==> src/rtl/mbi_pkg.sv <==
package mbi_pkg;
   localparam int unsigned PAGE_SHIFT     = 12;
   localparam int unsigned STAT_OFS       = 'h000;
   localparam int unsigned FLAG_OFS       = 'h400;
   localparam int unsigned MASK_OFS       = 'h440;
   localparam int unsigned STAT_STRIDE_SH = 4;
   localparam logic [7:0]  MARK_BYTE      = 8'hFF;

   typedef enum logic [2:0] {
      ST_IDLE,
      ST_FETCH,
      ST_STAT,
      ST_FLAG,
      ST_IRQ
   } wr_state_e;

   typedef enum logic [1:0] {
      AK_STAT,
      AK_FLAG,
      AK_MASK
   } area_e;
endpackage

==> src/rtl/mbi_ffs.sv <==
// Lowest-set-bit finder.
module mbi_ffs #(
   parameter int W  = 16,
   localparam int IW = (W > 1) ? $clog2(W) : 1
) (
   input  logic [W-1:0]  vec,
   output logic [IW-1:0] idx,
   output logic          found
);
   always_comb begin
      idx   = '0;
      found = 1'b0;
      for (int i = W - 1; i >= 0; i--) begin
         if (vec[i]) begin
            idx   = IW'(i);
            found = 1'b1;
         end
      end
   end
endmodule

==> src/rtl/mbi_pend_store.sv <==
// Per-slot pending event bits, OR-merged; a capture clears the slot
// while a same-cycle event to that slot is kept.
module mbi_pend_store #(
   parameter int NUM_SLOT = 128,
   parameter int VEC_W    = 16,
   localparam int SLOT_W  = $clog2(NUM_SLOT)
) (
   input  logic                clk,
   input  logic                rst_n,
   input  logic                set_en,
   input  logic [SLOT_W-1:0]   set_slot,
   input  logic [VEC_W-1:0]    set_vec,
   input  logic                clr_en,
   input  logic [SLOT_W-1:0]   clr_slot,
   input  logic [SLOT_W-1:0]   rd_slot,
   output logic [VEC_W-1:0]    rd_vec,
   output logic [NUM_SLOT-1:0] nz
);
   logic [NUM_SLOT*VEC_W-1:0] flat;

   for (genvar g = 0; g < NUM_SLOT; g++) begin : g_slot
      logic [VEC_W-1:0] q;
      logic             hit_set;
      logic             hit_clr;
      assign hit_set = set_en && (set_slot == SLOT_W'(g));
      assign hit_clr = clr_en && (clr_slot == SLOT_W'(g));
      always_ff @(posedge clk) begin
         if (!rst_n) begin
            q <= '0;
         end else if (hit_clr) begin
            q <= hit_set ? set_vec : '0;
         end else if (hit_set) begin
            q <= q | set_vec;
         end
      end
      assign flat[g*VEC_W +: VEC_W] = q;
      assign nz[g] = |q;
   end

   assign rd_vec = flat[32'(rd_slot)*VEC_W +: VEC_W];
endmodule

==> src/rtl/mbi_addr_gen.sv <==
// Address of a status byte, a source flag byte or the mask word within a page.
module mbi_addr_gen
   import mbi_pkg::*;
#(
   parameter int ADDR_W = 32,
   parameter int SRC_W  = 6,
   parameter int BIT_W  = 4
) (
   input  logic [ADDR_W-1:0] page,
   input  logic [SRC_W-1:0]  src,
   input  logic [BIT_W-1:0]  bit_idx,
   input  area_e             area,
   output logic [ADDR_W-1:0] addr
);
   always_comb begin
      case (area)
         AK_FLAG: addr = page + ADDR_W'(FLAG_OFS) + ADDR_W'(src);
         AK_MASK: addr = page + ADDR_W'(MASK_OFS);
         default: addr = page + ADDR_W'(STAT_OFS)
                         + (ADDR_W'(src) << STAT_STRIDE_SH) + ADDR_W'(bit_idx);
      endcase
   end
endmodule

==> src/rtl/mbi_report_writer.sv <==
module mbi_report_writer
   import mbi_pkg::*;
#(
   parameter int ADDR_W    = 32,
   parameter int NUM_SRC   = 64,
   parameter int NUM_INST  = 2,
   parameter int VEC_W     = 16,
   parameter int MASK_W    = 32,
   localparam int SRC_W    = $clog2(NUM_SRC),
   localparam int INST_W   = (NUM_INST > 1) ? $clog2(NUM_INST) : 1,
   localparam int NUM_SLOT = NUM_SRC * NUM_INST,
   localparam int SLOT_W   = $clog2(NUM_SLOT),
   localparam int BIT_W    = $clog2(VEC_W)
) (
   input  logic              clk,
   input  logic              rst_n,
   input  logic [ADDR_W-1:0] cfg_base,
   input  logic              cfg_per_inst,
   output logic              cfg_err,
   input  logic              ev_valid,
   input  logic [INST_W-1:0] ev_inst,
   input  logic [SRC_W-1:0]  ev_src,
   input  logic [VEC_W-1:0]  ev_vec,
   output logic              mask_rd_req,
   output logic [ADDR_W-1:0] mask_rd_addr,
   input  logic [MASK_W-1:0] mask_rd_data,
   input  logic              mask_rd_ack,
   output logic              mem_wr_req,
   output logic [ADDR_W-1:0] mem_wr_addr,
   output logic [7:0]        mem_wr_data,
   input  logic              mem_wr_ack,
   output logic              irq_pulse
);
   // ---------------- elaboration checks ----------------
   if (NUM_SRC < 2 || NUM_SRC > 64 || (NUM_SRC & (NUM_SRC - 1)) != 0) begin : g_bad_src
      $error("NUM_SRC must be a power of two in 2..64");
   end
   if (NUM_INST < 1 || (NUM_INST & (NUM_INST - 1)) != 0) begin : g_bad_inst
      $error("NUM_INST must be a power of two");
   end
   if (VEC_W < 2 || VEC_W > 16 || (VEC_W & (VEC_W - 1)) != 0) begin : g_bad_vec
      $error("VEC_W must be a power of two in 2..16");
   end
   if (MASK_W < VEC_W) begin : g_bad_mask
      $error("MASK_W must cover VEC_W");
   end
   if (ADDR_W <= PAGE_SHIFT + INST_W) begin : g_bad_addr
      $error("ADDR_W too narrow for the page layout");
   end

   // ---------------- slot mapping ----------------
   logic [SLOT_W-1:0] ev_slot;
   logic [SLOT_W-1:0] sel_slot;
   logic [ADDR_W-1:0] sel_page;
   logic [VEC_W-1:0]  sel_vec;
   logic [NUM_SLOT-1:0] slot_nz;
   logic              any_pend;

   if (NUM_INST > 1) begin : g_multi
      assign ev_slot  = cfg_per_inst ? {ev_inst, ev_src} : SLOT_W'(ev_src);
      assign sel_page = cfg_base + (ADDR_W'(sel_slot[SLOT_W-1:SRC_W]) << PAGE_SHIFT);
   end else begin : g_single
      logic unused_inst;
      assign unused_inst = ^{ev_inst, cfg_per_inst};
      assign ev_slot  = ev_src;
      assign sel_page = cfg_base;
   end

   if (MASK_W > VEC_W) begin : g_mask_hi
      logic unused_mask_hi;
      assign unused_mask_hi = ^mask_rd_data[MASK_W-1:VEC_W];
   end

   assign cfg_err = |cfg_base[PAGE_SHIFT-1:0];

   // ---------------- report state ----------------
   wr_state_e         st_q;
   logic [SRC_W-1:0]  src_q;
   logic [ADDR_W-1:0] page_q;
   logic [VEC_W-1:0]  vec_q;
   logic [VEC_W-1:0]  rem_q;
   logic              start;
   logic [BIT_W-1:0]  bit_idx;
   logic              bit_found_unused;
   logic [VEC_W-1:0]  rem_after;
   logic [VEC_W-1:0]  eff_vec;
   area_e             area;
   logic [ADDR_W-1:0] gen_addr;

   assign start = (st_q == ST_IDLE) && any_pend && !cfg_err;

   mbi_pend_store #(
      .NUM_SLOT (NUM_SLOT),
      .VEC_W    (VEC_W)
   ) u_pend (
      .clk      (clk),
      .rst_n    (rst_n),
      .set_en   (ev_valid),
      .set_slot (ev_slot),
      .set_vec  (ev_vec),
      .clr_en   (start),
      .clr_slot (sel_slot),
      .rd_slot  (sel_slot),
      .rd_vec   (sel_vec),
      .nz       (slot_nz)
   );

   mbi_ffs #(.W(NUM_SLOT)) u_slot_ffs (
      .vec   (slot_nz),
      .idx   (sel_slot),
      .found (any_pend)
   );

   mbi_ffs #(.W(VEC_W)) u_bit_ffs (
      .vec   (rem_q),
      .idx   (bit_idx),
      .found (bit_found_unused)
   );

   assign rem_after = rem_q & ~(VEC_W'(1) << bit_idx);
   assign eff_vec   = vec_q & mask_rd_data[VEC_W-1:0];

   always_ff @(posedge clk) begin
      if (!rst_n) begin
         st_q   <= ST_IDLE;
         src_q  <= '0;
         page_q <= '0;
         vec_q  <= '0;
         rem_q  <= '0;
      end else begin
         case (st_q)
            ST_IDLE: begin
               if (start) begin
                  src_q  <= sel_slot[SRC_W-1:0];
                  page_q <= sel_page;
                  vec_q  <= sel_vec;
                  st_q   <= ST_FETCH;
               end
            end
            ST_FETCH: begin
               if (mask_rd_ack) begin
                  rem_q <= eff_vec;
                  st_q  <= (eff_vec == '0) ? ST_IDLE : ST_STAT;
               end
            end
            ST_STAT: begin
               if (mem_wr_ack) begin
                  rem_q <= rem_after;
                  if (rem_after == '0) st_q <= ST_FLAG;
               end
            end
            ST_FLAG: begin
               if (mem_wr_ack) st_q <= ST_IRQ;
            end
            ST_IRQ:  st_q <= ST_IDLE;
            default: st_q <= ST_IDLE;
         endcase
      end
   end

   always_comb begin
      case (st_q)
         ST_FLAG:  area = AK_FLAG;
         ST_FETCH: area = AK_MASK;
         default:  area = AK_STAT;
      endcase
   end

   mbi_addr_gen #(
      .ADDR_W (ADDR_W),
      .SRC_W  (SRC_W),
      .BIT_W  (BIT_W)
   ) u_addr (
      .page    (page_q),
      .src     (src_q),
      .bit_idx (bit_idx),
      .area    (area),
      .addr    (gen_addr)
   );

   assign mask_rd_req  = (st_q == ST_FETCH);
   assign mask_rd_addr = gen_addr;
   assign mem_wr_req   = (st_q == ST_STAT) || (st_q == ST_FLAG);
   assign mem_wr_addr  = gen_addr;
   assign mem_wr_data  = MARK_BYTE;
   assign irq_pulse    = (st_q == ST_IRQ);
endmodule

==> config.mk <==
export PLATFORM = sky130hd
export DESIGN_NAME = mbi_report_writer
export DESIGN_NICKNAME = d
export VERILOG_FILES = /design/src/rtl/mbi_pkg.sv /design/src/rtl/mbi_ffs.sv /design/src/rtl/mbi_pend_store.sv /design/src/rtl/mbi_addr_gen.sv /design/src/rtl/mbi_report_writer.sv
export SDC_FILE = /design/constraint.sdc
export NUM_CORES = 2
export LEC_CHECK = 0
export BUFFER_PORTS_ARGS = -buffer_cell sky130_fd_sc_hd__buf_2
export CAP_MARGIN = 20
export CORE_MARGIN = 3
export CORE_UTILIZATION = 35
export DETAILED_ROUTE_END_ITERATION = 6
export GPL_TIMING_DRIVEN = 0
export SLEW_MARGIN = 5
export SYNTH_ARGS = -nofsm -noshare
export SYNTH_HDL_FRONTEND = slang
export SYNTH_HIERARCHICAL = 1
export SYNTH_SLANG_ARGS = --single-unit
==> constraint.sdc <==
create_clock -name clk -period 7.2 [get_ports clk]
set_input_delay 1.08 -clock clk [delete_from_list [all_inputs] [get_ports clk]]
set_output_delay 1.08 -clock clk [all_outputs]
set_load 0.01 [all_outputs]
==> impl_metrics.csv <==
group,metric,value,unit
outcome,status,"finished with violations",
outcome,violations,"design-rule violations, negative setup slack",
clock_network,clk_path_buf_depth,4,
timing,fin_crit,7428,ps
grt,top_usage_layer,"met2",
critical_path,end_kind,"flip-flop",
timing,holdWs,464.0,ps
timing,hold_viol,0,
placement,place_ws,-1892,ps
grt,grt_pass1_wl,690100,µm
detailed_routing,wl,499500,µm
timing,skew,79.46,ps
layout,area_growth,14.42,%
pwr,powerDensity,282.6,mW/mm²
pwr,swShare,0.3438,
pwr,clock_power_share,0.373,
grt,grtUsageMet3,0.1172,
clock_network,cts_sinks,2121,
placement,hpwl,380100,µm
timing,max_slew_margin,0.1447,
detailed_routing,first_iter_violations,15220,
grt,antenna_found_initial,78,
critical_path,crit_fanout,10,
timing,final.setup.worst_slack,-227.9,ps
floorplan,die-area,0.2984,mm²
layout,fill_cells,28120,
clock_network,clkSlewWorstSetupHoldPaths,60,ps
critical_path,cp_data_arrival_time,8240,ps
floorplan,ios,169,
worst_hold_path,hp-class,"input port to flip-flop",
clock_network,cts_made_buffers,231,
timing,setup_viol,16,
detailed_routing,via_per_inst,6.618,
timing,post-route-period-util,1.032,
floorplan,die_h,546.3,µm
clock_network,htree_levels,4,
timing,rsz0062_at_grt,"false",
clock_network,cts_tree,"built",
detailed_routing,first_pass_iters,7,
layout,regArea,0.04246,mm²
grt,use_met2,0.4604,
detailed_routing,vias,95790,
clock_network,root_buffer,"clkbuf_16",
placement,gp_congestion,1.090,
pwr,leakage,36.45,nW
critical_path,critPathKind,"flip-flop to flip-flop",
synthesis,synth_area,0.1022,mm²
critical_path,crit_path_start_kind,"flip-flop",
pwr,switchingPower,11.36,mW
synthesis,yosys_warnings,6,
critical_path,required,8010,ps
grt,grt_pass1_vias,89800,
grt,met1_usage,0.3931,
timing,slew_violations,0,
clock_network,clock_latency,960,ps
pwr,p_seq_frac,0.357,
floorplan,fp.dieW,546.3,µm
layout,nets,10480,
grt,track_usage,0.3184,
synthesis,syn_inst,9932,
synthesis,syn_avg_cell_area,10.29,µm²
timing,tightest_slew,1283,ps
timing,fmax,134.6,MHz
detailed_routing,antenna_left,0,
pwr,internal_power,21.68,mW
floorplan,core-area,0.2894,mm²
floorplan,fp-row-count,197,
layout,multi_input_area,0.05551,mm²
grt,grt_max_degree,18,
grt,overflow,0,
pwr,combPwrFrac,0.270,
layout,drive_gt1_frac,0.1441,
pwr,peakVddDrop,0.0002786,V
detailed_routing,drc_errors,20,
placement,io_buffers,124,
detailed_routing,wire_per_inst,34.51,µm
flow_run,maxCapViolations,0,
floorplan,initial_core_util,0.3531,
[per-stage QoR]
| stage | std cells | TNS (ps) | area, µm² | util | power (mW) |
|---|---|---|---|---|---|
| after floorplan | 9939 | 0 | 102200 | - | 16.73 |
| after global placement | 13940 | -2620910 | 107700 | 0.3721 | 20.08 |
| after detailed placement | 13990 | -148620 | 108500 | 0.3748 | 20.39 |
| after CTS | 14410 | 0 | 116500 | 0.4027 | 32.67 |
| after global routing | 14430 | 0 | 116800 | 0.4036 | 33.57 |
| final | 14470 | -3046 | 116900 | 0.4040 | 33.04 |
[path summary, 6_finish.rpt]
path | startpoint | endpoint | slack, ps | cells after the start
max | u_pend/g_slot[120].q[10] | vec_q[11] | -230 | 19
min | mem_wr_ack | st_q[1] | 460 | 4
max reg2reg | u_pend/g_slot[120].q[10] | vec_q[11] | -230 | 19
min reg2reg | vec_q[1] | vec_q[1] | 470 | 2
[registers in the layout (all words and copies together), names as in the netlist]
| name | count |
|---|---|
| u_pend/g_slot.q | 2048 |
| vec_q | 16 |
| st_q | 3 |
| src_q | 6 |
| page_q | 32 |
| rem_q | 16 |
[per-layer routing]
metal,share of wire,vias up
li1,-,38900
met1,0.37,47720
met2,0.41,7431
met3,0.13,1689
met4,0.083,50
met5,0.00080,-
[worst max-delay path, stage by stage (launching register included)]
cell and delay [ps]:
dfxtp_1 340, nor4_1 440, nand4_1 340, or4_4 690, o21ai_1 170, a21bo_1 200, a21oi_1 210, o41ai_4 560
nand2_1 330, a21oi_4 300, buf_16 190, buf_2 250, clkbuf_4 510, clkbuf_4 450, mux4_2 470, mux4_2 730
mux4_2 530, mux2_2 370, nand2_1 110, a21boi_1 70
[cell usage in the layout (no fill, tap or decap), drive strengths merged, types with 10 or more instances in the layout]
cell type	instances
nor4	555
bufinv	15
nor3b	11
o211a	12
and2	10
a21boi	28
xnor2	26
o211ai	15
a21oi	79
diode	50
nor3	175
clkinv	49
a211oi	15
a32oi	19
o21a	12
nand2	137
o21ai	64
dfxtp	2121
clkbuf	1207
nand4	154
mux2	18
a221oi	12
nor2	117
a22oi	2053
and4	12
nor2b	2076
xor2	17
or4	11
inv	63
nand2b	18
nand3	174
a31oi	14
a2111oi	10
ha	21
mux4	672
o31ai	17
and3	27
buf	366
[layout make-up]
| class | count | area share |
|---|---|---|
| multi-input cells | 6716 | 0.4748 |
| flip-flops and latches | 2121 | 0.3632 |
| clock buffers | 338 | 0.05846 |
| well taps | 3880 | 0.04153 |
| plain buffers | 1044 | 0.03793 |
| repair buffers | 191 | 0.01327 |
| clock inverters | 76 | 0.007877 |
| inverters | 57 | 0.001830 |
| diodes | 50 | 0.001070 |
[power groups by stage]
stage,registers (mW),logic (mW),clock network [mW]
final,11.8,8.94,12.3
after CTS,11.8,8.48,12.4
after detailed placement,12.0,8.34,0
after floorplan,12.0,4.69,0
after global routing,11.8,8.94,12.8
after global placement,12.0,8.03,0
[what timing repair did]
| item | 4_1_cts | 5_1_grt |
|---|---|---|
| pin swaps | 6 | 3 |
| resized for setup | 97 | 39 |
| hold buffers | 0 | 0 |
| hold endpoints to repair | 0 | 0 |
| buffers inserted | 8 | 2 |
| setup endpoints to repair | 786 | 237 |
Note: power is estimated with default switching activity, not from simulation.
